**config.mk**
```make
export PLATFORM = sky130hd
export DESIGN_NAME = dma2c_engine
export DESIGN_NICKNAME = d
export VERILOG_FILES = /design/src/rtl/dma2c_pkg.sv /design/src/rtl/dma2c_ptr.sv /design/src/rtl/dma2c_seq.sv /design/src/rtl/dma2c_engine.sv
export SDC_FILE = /design/constraint.sdc
export NUM_CORES = 1
export LEC_CHECK = 0
export ABC_AREA = 1
export BUFFER_PORTS_ARGS = -buffer_cell sky130_fd_sc_hd__buf_2
export CAP_MARGIN = 0
export CORE_MARGIN = 5
export CORE_UTILIZATION = 53
export CTS_CLUSTER_DIAMETER = 60
export CTS_CLUSTER_SIZE = 30
export DETAILED_ROUTE_END_ITERATION = 12
export PLACE_DENSITY = 0.75
export RECOVER_POWER = 100
export SYNTH_ARGS = -nofsm -noshare
export SYNTH_HDL_FRONTEND = slang
export SYNTH_SLANG_ARGS = --single-unit
export TNS_END_PERCENT = 30
```
**constraint.sdc**
```tcl
create_clock -name clk -period 3.4 [get_ports clk]
set_input_delay 0.68 -clock clk [delete_from_list [all_inputs] [get_ports clk]]
set_output_delay 0.68 -clock clk [all_outputs]
set_load 0.01 [all_outputs]
```
**src/rtl/dma2c_pkg.sv**
```systemverilog
package dma2c_pkg;
  typedef enum logic [1:0] {ST_IDLE, ST_REQ, ST_RD, ST_WR} dma_state_e;

  localparam int CB_ARM   = 0;
  localparam int CB_WORD  = 1;
  localparam int CB_SIO   = 2;
  localparam int CB_DIO   = 3;
  localparam int CB_SSTEP = 4;
  localparam int CB_DSTEP = 6;
  localparam int CB_SYNC  = 8;
  localparam int CB_IRQ   = 10;
  localparam int CTRL_W   = 11;

  localparam logic [1:0] STEP_UP   = 2'b01;
  localparam logic [1:0] STEP_DOWN = 2'b10;
  localparam logic [1:0] SYNC_SRC  = 2'b01;
  localparam logic [1:0] SYNC_DST  = 2'b10;
endpackage

```
**src/rtl/dma2c_ptr.sv**
```systemverilog
module dma2c_ptr #(
  parameter int AW = 20
) (
  input  logic          clk,
  input  logic          rst,
  input  logic          load,
  input  logic [AW-1:0] load_val,
  input  logic          adv,
  input  logic [1:0]    mode,
  input  logic          word,
  output logic [AW-1:0] ptr
);
  import dma2c_pkg::*;

  logic [AW-1:0] stride;
  assign stride = word ? AW'(2) : AW'(1);

  always_ff @(posedge clk) begin
    if (rst) begin
      ptr <= '0;
    end else if (load) begin
      ptr <= load_val;
    end else if (adv) begin
      if (mode == STEP_UP)        ptr <= ptr + stride;
      else if (mode == STEP_DOWN) ptr <= ptr - stride;
    end
  end
endmodule

```
**src/rtl/dma2c_seq.sv**
```systemverilog
module dma2c_seq (
  input  logic                  clk,
  input  logic                  rst,
  input  logic                  start_ok,
  input  logic                  more_ok,
  input  logic                  last,
  input  logic                  gnt,
  input  logic                  ack,
  output dma2c_pkg::dma_state_e state,
  output logic                  rd_fire,
  output logic                  wr_fire,
  output logic                  run_end
);
  import dma2c_pkg::*;

  dma_state_e nxt;

  assign rd_fire = (state == ST_RD) && ack;
  assign wr_fire = (state == ST_WR) && ack;
  assign run_end = wr_fire && last;

  always_comb begin
    nxt = state;
    case (state)
      ST_IDLE: if (start_ok) nxt = ST_REQ;
      ST_REQ:  if (gnt) nxt = ST_RD;
      ST_RD:   if (ack) nxt = ST_WR;
      ST_WR:   if (ack) nxt = (!last && more_ok) ? ST_RD : ST_IDLE;
      default: nxt = ST_IDLE;
    endcase
  end

  always_ff @(posedge clk) begin
    if (rst) state <= ST_IDLE;
    else     state <= nxt;
  end
endmodule

```
**src/rtl/dma2c_engine.sv**
```systemverilog
module dma2c_engine #(
  parameter int AW = 20,
  parameter int DW = 16,
  parameter int CW = 16,
  parameter int RW = 32
) (
  input  logic          clk,
  input  logic          rst,
  input  logic          cfg_we,
  input  logic [1:0]    cfg_addr,
  input  logic [RW-1:0] cfg_wdata,
  input  logic          src_drq,
  input  logic          dst_drq,
  output logic          bus_req,
  input  logic          bus_gnt,
  output logic          bus_cyc,
  output logic          bus_we,
  output logic          bus_io,
  output logic          bus_word,
  output logic [AW-1:0] bus_addr,
  output logic [DW-1:0] bus_wdata,
  input  logic [DW-1:0] bus_rdata,
  input  logic          bus_ack,
  output logic          irq
);
  import dma2c_pkg::*;

  localparam int NPTR = 2;

  dma_state_e        state;
  logic              rd_fire, wr_fire, run_end;
  logic [CTRL_W-1:0] ctrl_q;
  logic              armed_q;
  logic [CW-1:0]     cnt_q;
  logic [DW-1:0]     data_q;
  logic              irq_q;
  logic              reg_wr;
  logic [1:0]        sync_sel;
  logic              sync_dst;
  logic              go, more, last;
  logic [AW-1:0]     ptr [NPTR];
  logic [1:0]        step_sel [NPTR];
  logic              adv [NPTR];
  logic              unused_cfg;

  assign unused_cfg = ^cfg_wdata;

  assign reg_wr   = cfg_we && (state == ST_IDLE);
  assign sync_sel = ctrl_q[CB_SYNC +: 2];
  assign sync_dst = (sync_sel == SYNC_DST);
  assign last     = (cnt_q == CW'(1));

  always_comb begin
    case (sync_sel)
      SYNC_SRC: begin go = src_drq; more = src_drq; end
      SYNC_DST: begin go = dst_drq; more = 1'b0;    end
      default:  begin go = 1'b1;    more = 1'b1;    end
    endcase
  end

  dma2c_seq u_seq (
    .clk      (clk),
    .rst      (rst),
    .start_ok (armed_q && (cnt_q != '0) && go),
    .more_ok  (more),
    .last     (last),
    .gnt      (bus_gnt),
    .ack      (bus_ack),
    .state    (state),
    .rd_fire  (rd_fire),
    .wr_fire  (wr_fire),
    .run_end  (run_end)
  );

  assign step_sel[0] = ctrl_q[CB_SSTEP +: 2];
  assign step_sel[1] = ctrl_q[CB_DSTEP +: 2];
  assign adv[0]      = rd_fire;
  assign adv[1]      = wr_fire;

  for (genvar g = 0; g < NPTR; g++) begin : g_ptr
    dma2c_ptr #(.AW(AW)) u_ptr (
      .clk      (clk),
      .rst      (rst),
      .load     (reg_wr && (cfg_addr == 2'(g))),
      .load_val (cfg_wdata[AW-1:0]),
      .adv      (adv[g]),
      .mode     (step_sel[g]),
      .word     (ctrl_q[CB_WORD]),
      .ptr      (ptr[g])
    );
  end

  always_ff @(posedge clk) begin
    if (rst) begin
      ctrl_q  <= '0;
      armed_q <= 1'b0;
      cnt_q   <= '0;
      data_q  <= '0;
      irq_q   <= 1'b0;
    end else begin
      irq_q <= run_end && ctrl_q[CB_IRQ];
      if (rd_fire) data_q <= bus_rdata;
      if (wr_fire) cnt_q <= cnt_q - CW'(1);
      if (run_end) armed_q <= 1'b0;
      if (reg_wr && cfg_addr == 2'd2) cnt_q <= cfg_wdata[CW-1:0];
      if (reg_wr && cfg_addr == 2'd3) begin
        ctrl_q  <= cfg_wdata[CTRL_W-1:0];
        armed_q <= cfg_wdata[CB_ARM] && (cnt_q != '0);
      end
    end
  end

  assign bus_req   = (state != ST_IDLE);
  assign bus_cyc   = (state == ST_RD) || (state == ST_WR);
  assign bus_we    = (state == ST_WR);
  assign bus_addr  = bus_we ? ptr[1] : ptr[0];
  assign bus_io    = bus_we ? ctrl_q[CB_DIO] : ctrl_q[CB_SIO];
  assign bus_word  = ctrl_q[CB_WORD];
  assign bus_wdata = data_q;
  assign irq       = irq_q;
endmodule

```
==> Word-level counts from Yosys, hierarchy flattened <==
Index checks and enable logic that the tools add are counted.
Widths: inputs -> output; s select.
{ "word_totals": {"word_cells": 81, "register_bits": 87} }
{ "classes": {"n_reduce_logical": 28, "n_mux": 23, "n_addsub": 5, "n_eq_ne": 17} }
{ "op_table": {"columns": ["operator", "n"], "rows": [
  ["$mux 20", 9],
  ["$add 20x20->20", 2],
  ["$sub 20x20->20", 2],
  ["$mux 16", 2],
  ["$eq 16x1->1 const B", 1],
  ["$reduce_bool 16->1", 1],
  ["$sub 16x1->16 const B", 1],
  ["$eq 2x2->1 const B", 7],
  ["$logic_and 1x1->1", 13],
  ["$mux 2", 6],
  ["$eq 2x1->1 const B", 5],
  ["$reduce_bool 2->1", 5],
  ["$pmux 2 s4", 1],
  ["$reduce_bool 3->1", 2],
  ["$logic_not 2->1", 2],
  ["$ne 2x1->1 const B", 2],
  ["$ne 2x2->1 const B", 2],
  ["$pmux 1 s2", 2],
  ["$reduce_and 2->1", 2],
  ["$reduce_and 4->1", 1],
  ["$mux 1", 3],
  ["$logic_not 1->1", 1],
  ["$logic_or 1x1->1", 1]
]} }

==> Depth between registers and ports, before layout <==
Gate-level depths: netlist (run 1).
{ "depth": {"depth_word": 6, "mapped_depth": 16, "ltp_nobuf": 16} }

==> Modules after synthesis <==
From an unflattened synthesis (run 1), not the netlist that was laid out.
{ "unflattened": {"cells_unflattened": 1128, "hier_area_um2": 6841.6} }
{ "by_module_without_submodules": {"columns": ["module", "n_inst", "area_per_inst_um2", "cells_each", "seq_area_each_um2"], "rows": [
  ["dma2c_ptr", 2, 2102.0, 352, 400.4],
  ["dma2c_engine", 1, 2477.4, 395, 880.8],
  ["dma2c_seq", 1, 160.2, 29, 40.0]
]} }

==> Worst setup path after synthesis (run 1) <==
No wires, ideal clock.
{ "synth_path": {"kind": "reg-to-reg", "start": "register ctrl_q[7]", "end": "register g_ptr[1].u_ptr.ptr[9]", "slack_ns": 1.245, "required_ns": 3.268, "setup_ns": 0.132, "n_path_buf": 0, "arrival_ns": 2.023, "path_stages_with_launch": 12, "synth_period_minus_slack_ns": 2.155, "cell_sequence": "dfxtp_1 > inv_1 > ha_1 > inv_1 > ha_1 > nand2_1 > inv_1 > a21oi_1 > nand3_1 > or2_2 > nand3_1 > a21oi_1"} }
{ "synth_between": {"elab_chain_cells": 4, "elab_cells_between_ends": 7, "classes_between": "2 x eq/ne; 3 x mux; 2 x reduce/logical"} }
{ "synth_lines": {"columns": ["item", "line", "text"], "rows": [
  ["start, declared", "dma2c_engine.sv:32", "logic [CTRL_W-1:0] ctrl_q;"],
  ["start signal, assigned", "dma2c_engine.sv:107", "ctrl_q <= cfg_wdata[CTRL_W-1:0];"],
  ["$eq 2x1->1", "dma2c_ptr.sv:24", "if (mode == STEP_UP) ptr <= ptr + stride;"],
  ["$mux 20", "dma2c_ptr.sv:24", null],
  ["$mux 20", "dma2c_ptr.sv:23", "end else if (adv) begin"],
  ["$mux 20", "dma2c_ptr.sv:21", "end else if (load) begin"],
  ["end signal, assigned", "dma2c_ptr.sv:22", "ptr <= load_val;"],
  ["end signal, assigned", "dma2c_ptr.sv:24", null],
  ["end signal, assigned", "dma2c_ptr.sv:25", "else if (mode == STEP_DOWN) ptr <= ptr - stride;"],
  ["end, declared", "dma2c_ptr.sv:11", "output logic [AW-1:0] ptr"]
]} }
Parallel ways exist; a longest one is shown, timed or not. The select of a mux whose other input is x is not followed.
A chain may end at the register's enable or synchronous reset.

==> Final worst setup path (run 1) <==
{ "layout_path": {"start": "input bus_ack", "end": "register g_ptr[0].u_ptr.ptr[4]"} }
{ "layout_between": {"elab_chain_cells": 3} }
{ "layout_lines": {"columns": ["item", "line", "text"], "rows": [
  ["start, declared", "dma2c_engine.sv:23", "input logic bus_ack,"],
  ["$logic_and 1x1->1", "dma2c_seq.sv:18", "assign rd_fire = (state == ST_RD) && ack;"],
  ["$reduce_bool 2->1 (no source line)", null, null],
  ["$reduce_and 2->1 (no source line)", null, null],
  ["end signal, assigned", "dma2c_ptr.sv:22", null],
  ["end signal, assigned", "dma2c_ptr.sv:24", null],
  ["end signal, assigned", "dma2c_ptr.sv:25", null],
  ["end, declared", "dma2c_ptr.sv:11", null]
]} }
No other way between the ends.

==> summary.md, run 1 <==
| Metric | Value |
|---|---|
| Root Driver | clkbuf_16 |
| CTS clk-pin slew, worst paths | 0.07 ns |
| RSZ-0062 raised after global routing | false |
| Routed len/inst | 13.80 um |
| Cts hold-fix bufs | 0 |
| Worst hold endpoint | ctrl_q[10] |
| Worst Max-Slew Pin Slew | 1.000 ns |
| Layout cells sized above 1 | between 6 and 7% |
| Largest net degree at the start of global routing | 52 |
| Fmax | 0.3474 GHz |
| Worst path required time | 3.62 ns |
| Post-synth EDFFs | 0 |
| Outcome | finished, final reports clean |
| Row count | 40 |
| Vias | slightly below 7000 |
| Max-Cap Viols | 0 |
| Congestion Overflow GR | 0 |
| Sink Count | 86 |
| Top-area cell type share of the netlist area | a little over a quarter |
| Die Y | 121.8 um |
| Post-DP HPWL | between 10000 and 15000 um |
| DR DRC count | 0 |
| Final period util | 84.67% |
| Asr flop ratio synth | 0% |
| Leading area contributor after synthesis | dfxtp_1 |
| Fill count | 1266 |
| HP Class | reg2reg |
| H-Tree Level Count | 3 |
| Core box area | between 10000 and 15000 um^2 |
| Initial Util | 54.65% |
| Vias in the first global route | 6267 |
| Gpl congestion | 0.9381 |
| Most frequent cells after synthesis | nand2_1, inv_1, nor2_1 |
| Number of CTS-inserted buffers | 9 |
| Number of buffer and inverter stages on the critical path | 4 |
| FF-to-FF path depth | 11 |
| Clock tree buffer depth | 2 |
| Fin util | 60.90% |
| Slew HR | between 30% and 40% |
| CTS tree | built |
| Final Hold Violating Endpoints | 0 |
| Critical path type | in2reg |
| Die area | 14820 um^2 |
| Cell Pwr Density | 471.4 nW/um^2 |
| Largest stage delay, worst path | 0.76 ns |
| VDD IR max | approximately 0.00035 V |
| Synth Cell Area | 6619 um^2 |
| Arrival time of the worst setup path | 3.10 ns |
| Warnings from Yosys | 0 |
| Count leader, synth | nand2_1 |
| Postcts setup bufs | 0 |
| I/O pins | 99 |
| Worst path slowest cell | nor2_1 |
| Reg-to-reg critical path endpoint | g_ptr[0].u_ptr.ptr[4] |
| Gates resized, CTS repair | 0 |
| Setup TNS | 0 ns |
| Sequential area share after synthesis | 26.01% |
| Reg-to-reg setup timing slack | 0.52 ns |
| Worst-path cell chain | buf_2, nand2_1, nor2_1, inv_4, nor2_8, inv_1, nand2_2, inv_1, nand2_1, o21ai_1, a21oi_1, nor2_1 |
| Hold_sp | ctrl_q[10] |
| # nets final | between 1000 and 1500 |
| Syn_nets | 1183 |
| Mapped Cells | 1080 |
| Crit-path max FO | 20 |
| Post-route ant nets | 0 |
| Synth Flop Type | dfxtp_1 |
| Final slew viol count | 0 |
| 1st-iter DRT viols | ~550 |
| Avg Vias per Cell | about 5.2 |
| CP endpoint kind | flip-flop |
| Area grow syn2layout | 11.44% |
| Largest cells by area after synthesis | dfxtp_1, nand2_1, inv_1, ha_1, nor2_1 |
| Number of diodes | 0 |
| Final setup vio count | 0 |
| Hold path depth | 2 |
| Die Wd | roughly 120 um |
| Crit path max-delay family | simple AND/OR/NAND/NOR gates |
| DR pass1 iterations | 5 |
| Port Buffers | 86 |
| Total length of routed wires | 18290 um |
| GRT Overall Usage | about a quarter |
| Startpoint types | primary input |
| Flops & latches, synth | 86 |
| Clock Skew | 0.01019 ns |
| Synth unique cells | 39 |
| Leakage | 3.649 nW |
| Min cycle time layout | 2.879 ns |
| Syn_area_per_cell | 6.129 um^2 |
| Global-route wire length before repair | 29910 um |
| Initial antenna violation count | 0 |
| Reg2reg start | u_seq.state[1] |
| Skew-Pair Late Insertion Delay | 0.35 ns |
-- worst max-delay path by stage --
| stage | from | endpoint | depth (start not counted) |
|---|---|---|---|
| global route | u_seq.state[1] | g_ptr[0].u_ptr.ptr[3] | 11 |
| global placement | ctrl_q[7] | g_ptr[1].u_ptr.ptr[9] | 11 |
| detailed placement | ctrl_q[7] | g_ptr[1].u_ptr.ptr[9] | 11 |
| floorplan | ctrl_q[7] | g_ptr[1].u_ptr.ptr[9] | 11 |
| CTS | ctrl_q[7] | g_ptr[1].u_ptr.ptr[15] | 13 |
| finish | bus_ack | g_ptr[0].u_ptr.ptr[4] | 12 |
-- sequential cells by signal, indices dropped and copies added, names as in the netlist --
signal / count
u_seq.state: 2
cnt_q: 16
g_ptr.u_ptr.ptr: 40
armed_q: 1
bus_wdata: 16
irq: 1
ctrl_q: 10
-- worst min-delay path: cells and delay by family (launching register included) --
kind	cells	cell delay (ns)
AOI/OAI and AO/OA	1	0.05
buffers and inverters	1	0.06
DFF	1	0.30
-- area by class of cell --
type | instances | area (um^2) | share of cell area, %
Multi-Input combinational cell | 795 | 4069 | 55.17
Sequential cell | 86 | 1722 | 23.34
Inverter | 172 | 653.1 | 8.855
Timing Repair Buffer | 88 | 390.4 | 5.293
Clock buffer | 9 | 225.2 | 3.053
Tap cell | 168 | 210.2 | 2.850
Clock inverter | 7 | 106.4 | 1.442
-- per-layer routing --
metal	routed length, um	part of all wire (%)	vias to the layer above	GRT usage [%]
met1	8655	47	3055	33.65
met4	439	2.4	0	6.653
met3	755	4.1	33	3.482
li1	-	-	3591	-
met2	8435	46	153	41.37
met5	0	0	-	0
-- cells by family after synthesis --
kind of cell / Yosys count / share of synthesized area (%)
fa+ha+maj: 46 / 8.923
simple gates: 535 / 34.56
flops: 86 / 26.01
xor+xnor: 23 / 3.043
buf+inv: 199 / 11.98
compound gates: 191 / 15.48
-- cells in the final DEF, fill, tap and decap left out, drive strengths merged --
cell / count
xor2: 18
dfxtp: 86
bufinv: 2
nor4: 1
o22ai: 18
clkinvlp: 2
xnor2: 5
inv: 173
a31oi: 15
or2: 3
fa: 2
ha: 44
nand2: 327
clkbuf: 52
o31ai: 1
nor2: 115
o21bai: 2
and2: 2
nor3: 7
o21a: 2
clkinv: 2
buf: 45
nand3b: 10
a21oi: 75
nand3: 63
nand4: 7
o21ai: 74
o221ai: 3
a221oi: 1
-- power breakdown --
group          internal (mW)  switching, mW
clock network          0.655          0.442
registers               1.07         0.0506
logic                  0.428          0.831
-- metrics by stage --
stage	power, mW	area, um^2	std cells	setup slack (ns)	hold WS [ns]
floorplan	2.118	6619	1080	1.245	0.4222
global placement	2.380	7134	1309	0.8593	0.4408
detailed placement	2.397	7134	1309	0.7953	0.4466
CTS	3.495	7466	1325	0.7451	0.4570
global route	3.735	7376	1325	0.2563	0.4807
finish	3.477	7376	1325	0.5213	0.4554
Power figures use the tool's default switching activity.
==> run 2: changes to the inputs <==
Settings changed: ABC_AREA 1 to 0, CORE_UTILIZATION 53 to 52, PLACE_DENSITY 0.75 to 0.77.
Clock period 3.4 ns to 2.52 ns, I/O delays scaled along.
==> run 2 against run 1 <==
  * The flow now finishes with violations (DRC, setup timing)
  * Global-route usage is 2.6 points higher
  * Final cell count shrank 22%
  * Via count shrank 5.3%
  * Synthesized area decreased by 9.6%
  * Routed wire length up 6.8%
  * Non-clock buffer count up 72
  * Worst hold slack worse by 0.063 ns
  * Total power rose by 8.4%
  * Register-to-register slack worse by 0.59 ns
==> summary.md, run 2 <==
| Metric | Value |
|---|---|
| Post-DP HPWL | 14770 um (+4.5%) |
| Critical path type | reg2reg |
| HP Class | in2reg |
| Core box area | 11370 um^2 (-6.1%) |
| Cell Pwr Density | 507.2 nW/um^2 (+7.6%) |
| Asr flop ratio synth | 0% (unchanged) |
| VDD IR max | 0.0005314 V (+51%) |
| Global-route wire length before repair | 29830 um (-0.28%) |
| Number of diodes | 0 (unchanged) |
| Initial Util | 52.64% (-2.0 points) |
| Largest cells by area after synthesis | dfxtp_1, a21oi_1, ha_1, nand2_1, mux2_2 |
| 1st-iter DRT viols | 588 (+7.5%) |
| Hold_sp | bus_rdata[13] |
| Die Y | 117.3 um (-3.7%) |
| Gpl congestion | 0.9968 (+6.3%) |
| Top-area cell type share of the netlist area | 28.77% (+2.8 points) |
| # nets final | 991 (-21%) |
| Failing checks | DRC, setup timing |
| Die area | 13750 um^2 (-7.2%) |
| CTS clk-pin slew, worst paths | 0.06 ns (about the same) |
| Post-synth EDFFs | 0 (unchanged) |
| Number of CTS-inserted buffers | 9 (unchanged) |
| Flops & latches, synth | 86 (unchanged) |
| Synth unique cells | 69 (+77%) |
| Hold path depth | 3 (+1) |
| Total length of routed wires | 19530 um (+6.8%) |
| Sequential area share after synthesis | 28.77% (+2.8 points) |
| Reg-to-reg setup timing slack | -0.07 ns (-0.59 ns) |
| Routed len/inst | 18.86 um (+37%) |
| Hold Slack | 0.3929 ns (-0.06252 ns) |
| CP endpoint kind | flip-flop |
| Port Buffers | 86 (unchanged) |
| DR DRC count | 1 (+1) |
| Most frequent cells after synthesis | a21oi_1, nand2_1, dfxtp_1 |
| I/O pins | 99 (unchanged) |
| Commonest non-fill, non-tap cell in the layout | a21oi_1 |
| Arrival time of the worst setup path | 2.82 ns (-0.28 ns) |
| Clock tree buffer depth | 2 (unchanged) |
| Clock Skew | 0.007773 ns (-0.002417 ns) |
| Reg2reg start | ctrl_q[5] |
| Fin worst setup slack | -0.07275 ns (-0.5940 ns) |
| Count leader, synth | a21oi_1 |
| Min cycle time layout | roughly 2.6 ns |
| Outcome | finished, violations left |
| Synth Flop Type | dfxtp_1 |
| DR pass1 iterations | 9 (+4) |
| CTS tree | built |
| Vias | 6467 (-5.3%) |
| Reg-to-reg critical path endpoint | g_ptr[0].u_ptr.ptr[18] |
| Warnings from Yosys | 0 (unchanged) |
| Leading area contributor after synthesis | dfxtp_1 |
| Worst Max-Slew Pin Slew | 0.7778 ns (-0.2226 ns) |
| Final period util | 102.9% |
| Row count | 39 (-2.5%) |
| Dpl cell area | 7036 um^2 (-1.4%) |
| Sink Count | 86 (unchanged) |
| Max-Cap Viols | 0 (unchanged) |
| Avg Vias per Cell | 6.242 (+21%) |
| FF-to-FF path depth | 11 (unchanged) |
| RSZ-0062 raised after global routing | true |
| Slew HR | 47.95% (+15 points) |
| Startpoint types | flip-flop |
| Skew-Pair Late Insertion Delay | 0.34 ns (about the same) |
| Crit-path max FO | 15 (-25%) |
| H-Tree Level Count | 3 (unchanged) |
| Worst hold endpoint | bus_wdata[13] |
| Syn_nets | 863 (-27%) |
| Synth Cell Area | 5984 um^2 (-9.6%) |
| Design Area, Final | 7428 um^2 (+0.71%) |
| Final Hold Violating Endpoints | 0 (unchanged) |
| Leakage | 3.102 nW (-15%) |
| Worst path required time | 2.74 ns (-0.88 ns) |
| Post-route ant nets | 0 (unchanged) |
| Layout cells sized above 1 | 22.28% (+16 points) |
| Initial antenna violation count | 0 (unchanged) |
| Largest net degree at the start of global routing | 68 (+31%) |
| Congestion Overflow GR | 0 (unchanged) |
| Area grow syn2layout | 24.13% |
| Largest register FFs | 40 (unchanged) |
| Root Driver | clkbuf_16 |
| Syn_area_per_cell | 7.874 um^2 (+28%) |
| Fmax | 0.3857 GHz |
| Mapped Cells | 760 (-30%) |
| Die Wd | 117.3 um (-3.7%) |
| Final slew viol count | 0 (unchanged) |
| Commonest cells after routing, fill and taps aside | a21oi_1, nand2_1, dfxtp_1 |
| GRT Overall Usage | 27.37% (+2.6 points) |
| Vias in the first global route | 5960 (-4.9%) |
| Final setup vio count | 5 (+5) |
| Biggest register | g_ptr.u_ptr.ptr |
## run 2: changes by cell type after synthesis, moves of 21 or more
| cell | change |
|---|---|
| inv_1 | -147 |
| o21ai_0 | -48 |
| nand2_1 | -226 |
| nor2_1 | -61 |
| nand3_1 | -41 |
| mux2_2 | +21 |
| a21oi_1 | +37 |
| a22oi_1 | +24 |
## run 2: per-stage QoR
step | setup slack, ns | setup TNS, ns | instances | util [%] | total power [mW]
after floorplan | -0.09854 | -0.3675 | 760 | - | 2.100
after global placement | -0.2546 | -0.3870 | 1017 | 61.88 | 2.428
after detailed placement | -0.2736 | -0.7898 | 1017 | 61.88 | 2.454
after CTS | -0.08076 | -0.3539 | 1033 | 64.59 | 3.712
after global routing | -0.1718 | -1.883 | 1036 | 65.34 | 3.940
final | -0.07275 | -0.2619 | 1036 | 65.34 | 3.767
## run 2: critical path, cell delays in order, from the launching register on
cell and delay [ns]:
dfxtp_2 0.32, inv_2 0.06, ha_4 0.15, clkinvlp_4 0.09
buf_12 0.16, ha_4 0.25, a21o_1 0.20, a311o_1 0.41
a31o_2 0.25, a21oi_4 0.16, nor3_1 0.06, or3b_1 0.35
## run 2: power breakdown
group / total (mW) / leakage [nW] / internal (mW) / switching, mW
registers: 1.44 / 0.699 / 1.40 / 0.0414
logic: 1.07 / 2.27 / 0.492 / 0.583
clock network: 1.25 / 0.129 / 0.675 / 0.577
total: 3.77 / 3.10 / 2.57 / 1.20
## run 2: logic make-up after synthesis
kind of cell | Yosys count | share of synthesized area [%]
flops | 86 | 28.77
simple gates | 255 | 20.99
mux | 24 | 4.453
fa+ha+maj | 46 | 9.868
xor+xnor | 27 | 3.952
buf+inv | 60 | 4.140
compound gates | 262 | 27.83
## run 2: layout make-up
| type | instances | area (um^2) |
|---|---|---|
| Timing Repair Buffer | 160 | 962.2 |
| Tap cell | 143 | 178.9 |
| Fill cell | 985 | 3941 |
| Multi-Input combinational cell | 614 | 4217 |
| Clock buffer | 10 | 229.0 |
| Inverter | 17 | 70.07 |
| Clock inverter | 6 | 46.29 |
| Sequential cell | 86 | 1725 |
## run 2: metal layers
| metal | GRT usage, % | vias to the layer above | part of all wire (%) |
|---|---|---|---|
| li1 | - | 3107 | - |
| met1 | 35.96 | 3058 | 41 |
| met2 | 43.93 | 239 | 48 |
| met3 | 3.856 | 63 | 5.8 |
| met4 | 13.53 | 0 | 4.8 |
| met5 | 0 | - | 0 |
## run 2: worst max-delay path by stage
stage / from / endpoint / slack (ns) / depth (start not counted)
2_1_floorplan: ctrl_q[5] / g_ptr[0].u_ptr.ptr[18] / -0.1 / 10
3_3_place_gp: ctrl_q[7] / g_ptr[1].u_ptr.ptr[17] / -0.25 / 11
3_5_place_dp: ctrl_q[7] / g_ptr[1].u_ptr.ptr[17] / -0.27 / 11
4_1_cts: ctrl_q[5] / g_ptr[0].u_ptr.ptr[17] / -0.08 / 10
5_1_grt: ctrl_q[5] / g_ptr[0].u_ptr.ptr[18] / -0.17 / 11
6_report: ctrl_q[5] / g_ptr[0].u_ptr.ptr[18] / -0.07 / 11
## run 2: what timing repair did
item,4_1_cts,5_1_grt
setup endpoints to repair,13,23
pin swaps,2,14
setup buffers,0,3
hold buffers,0,0
gates resized for setup,11,32
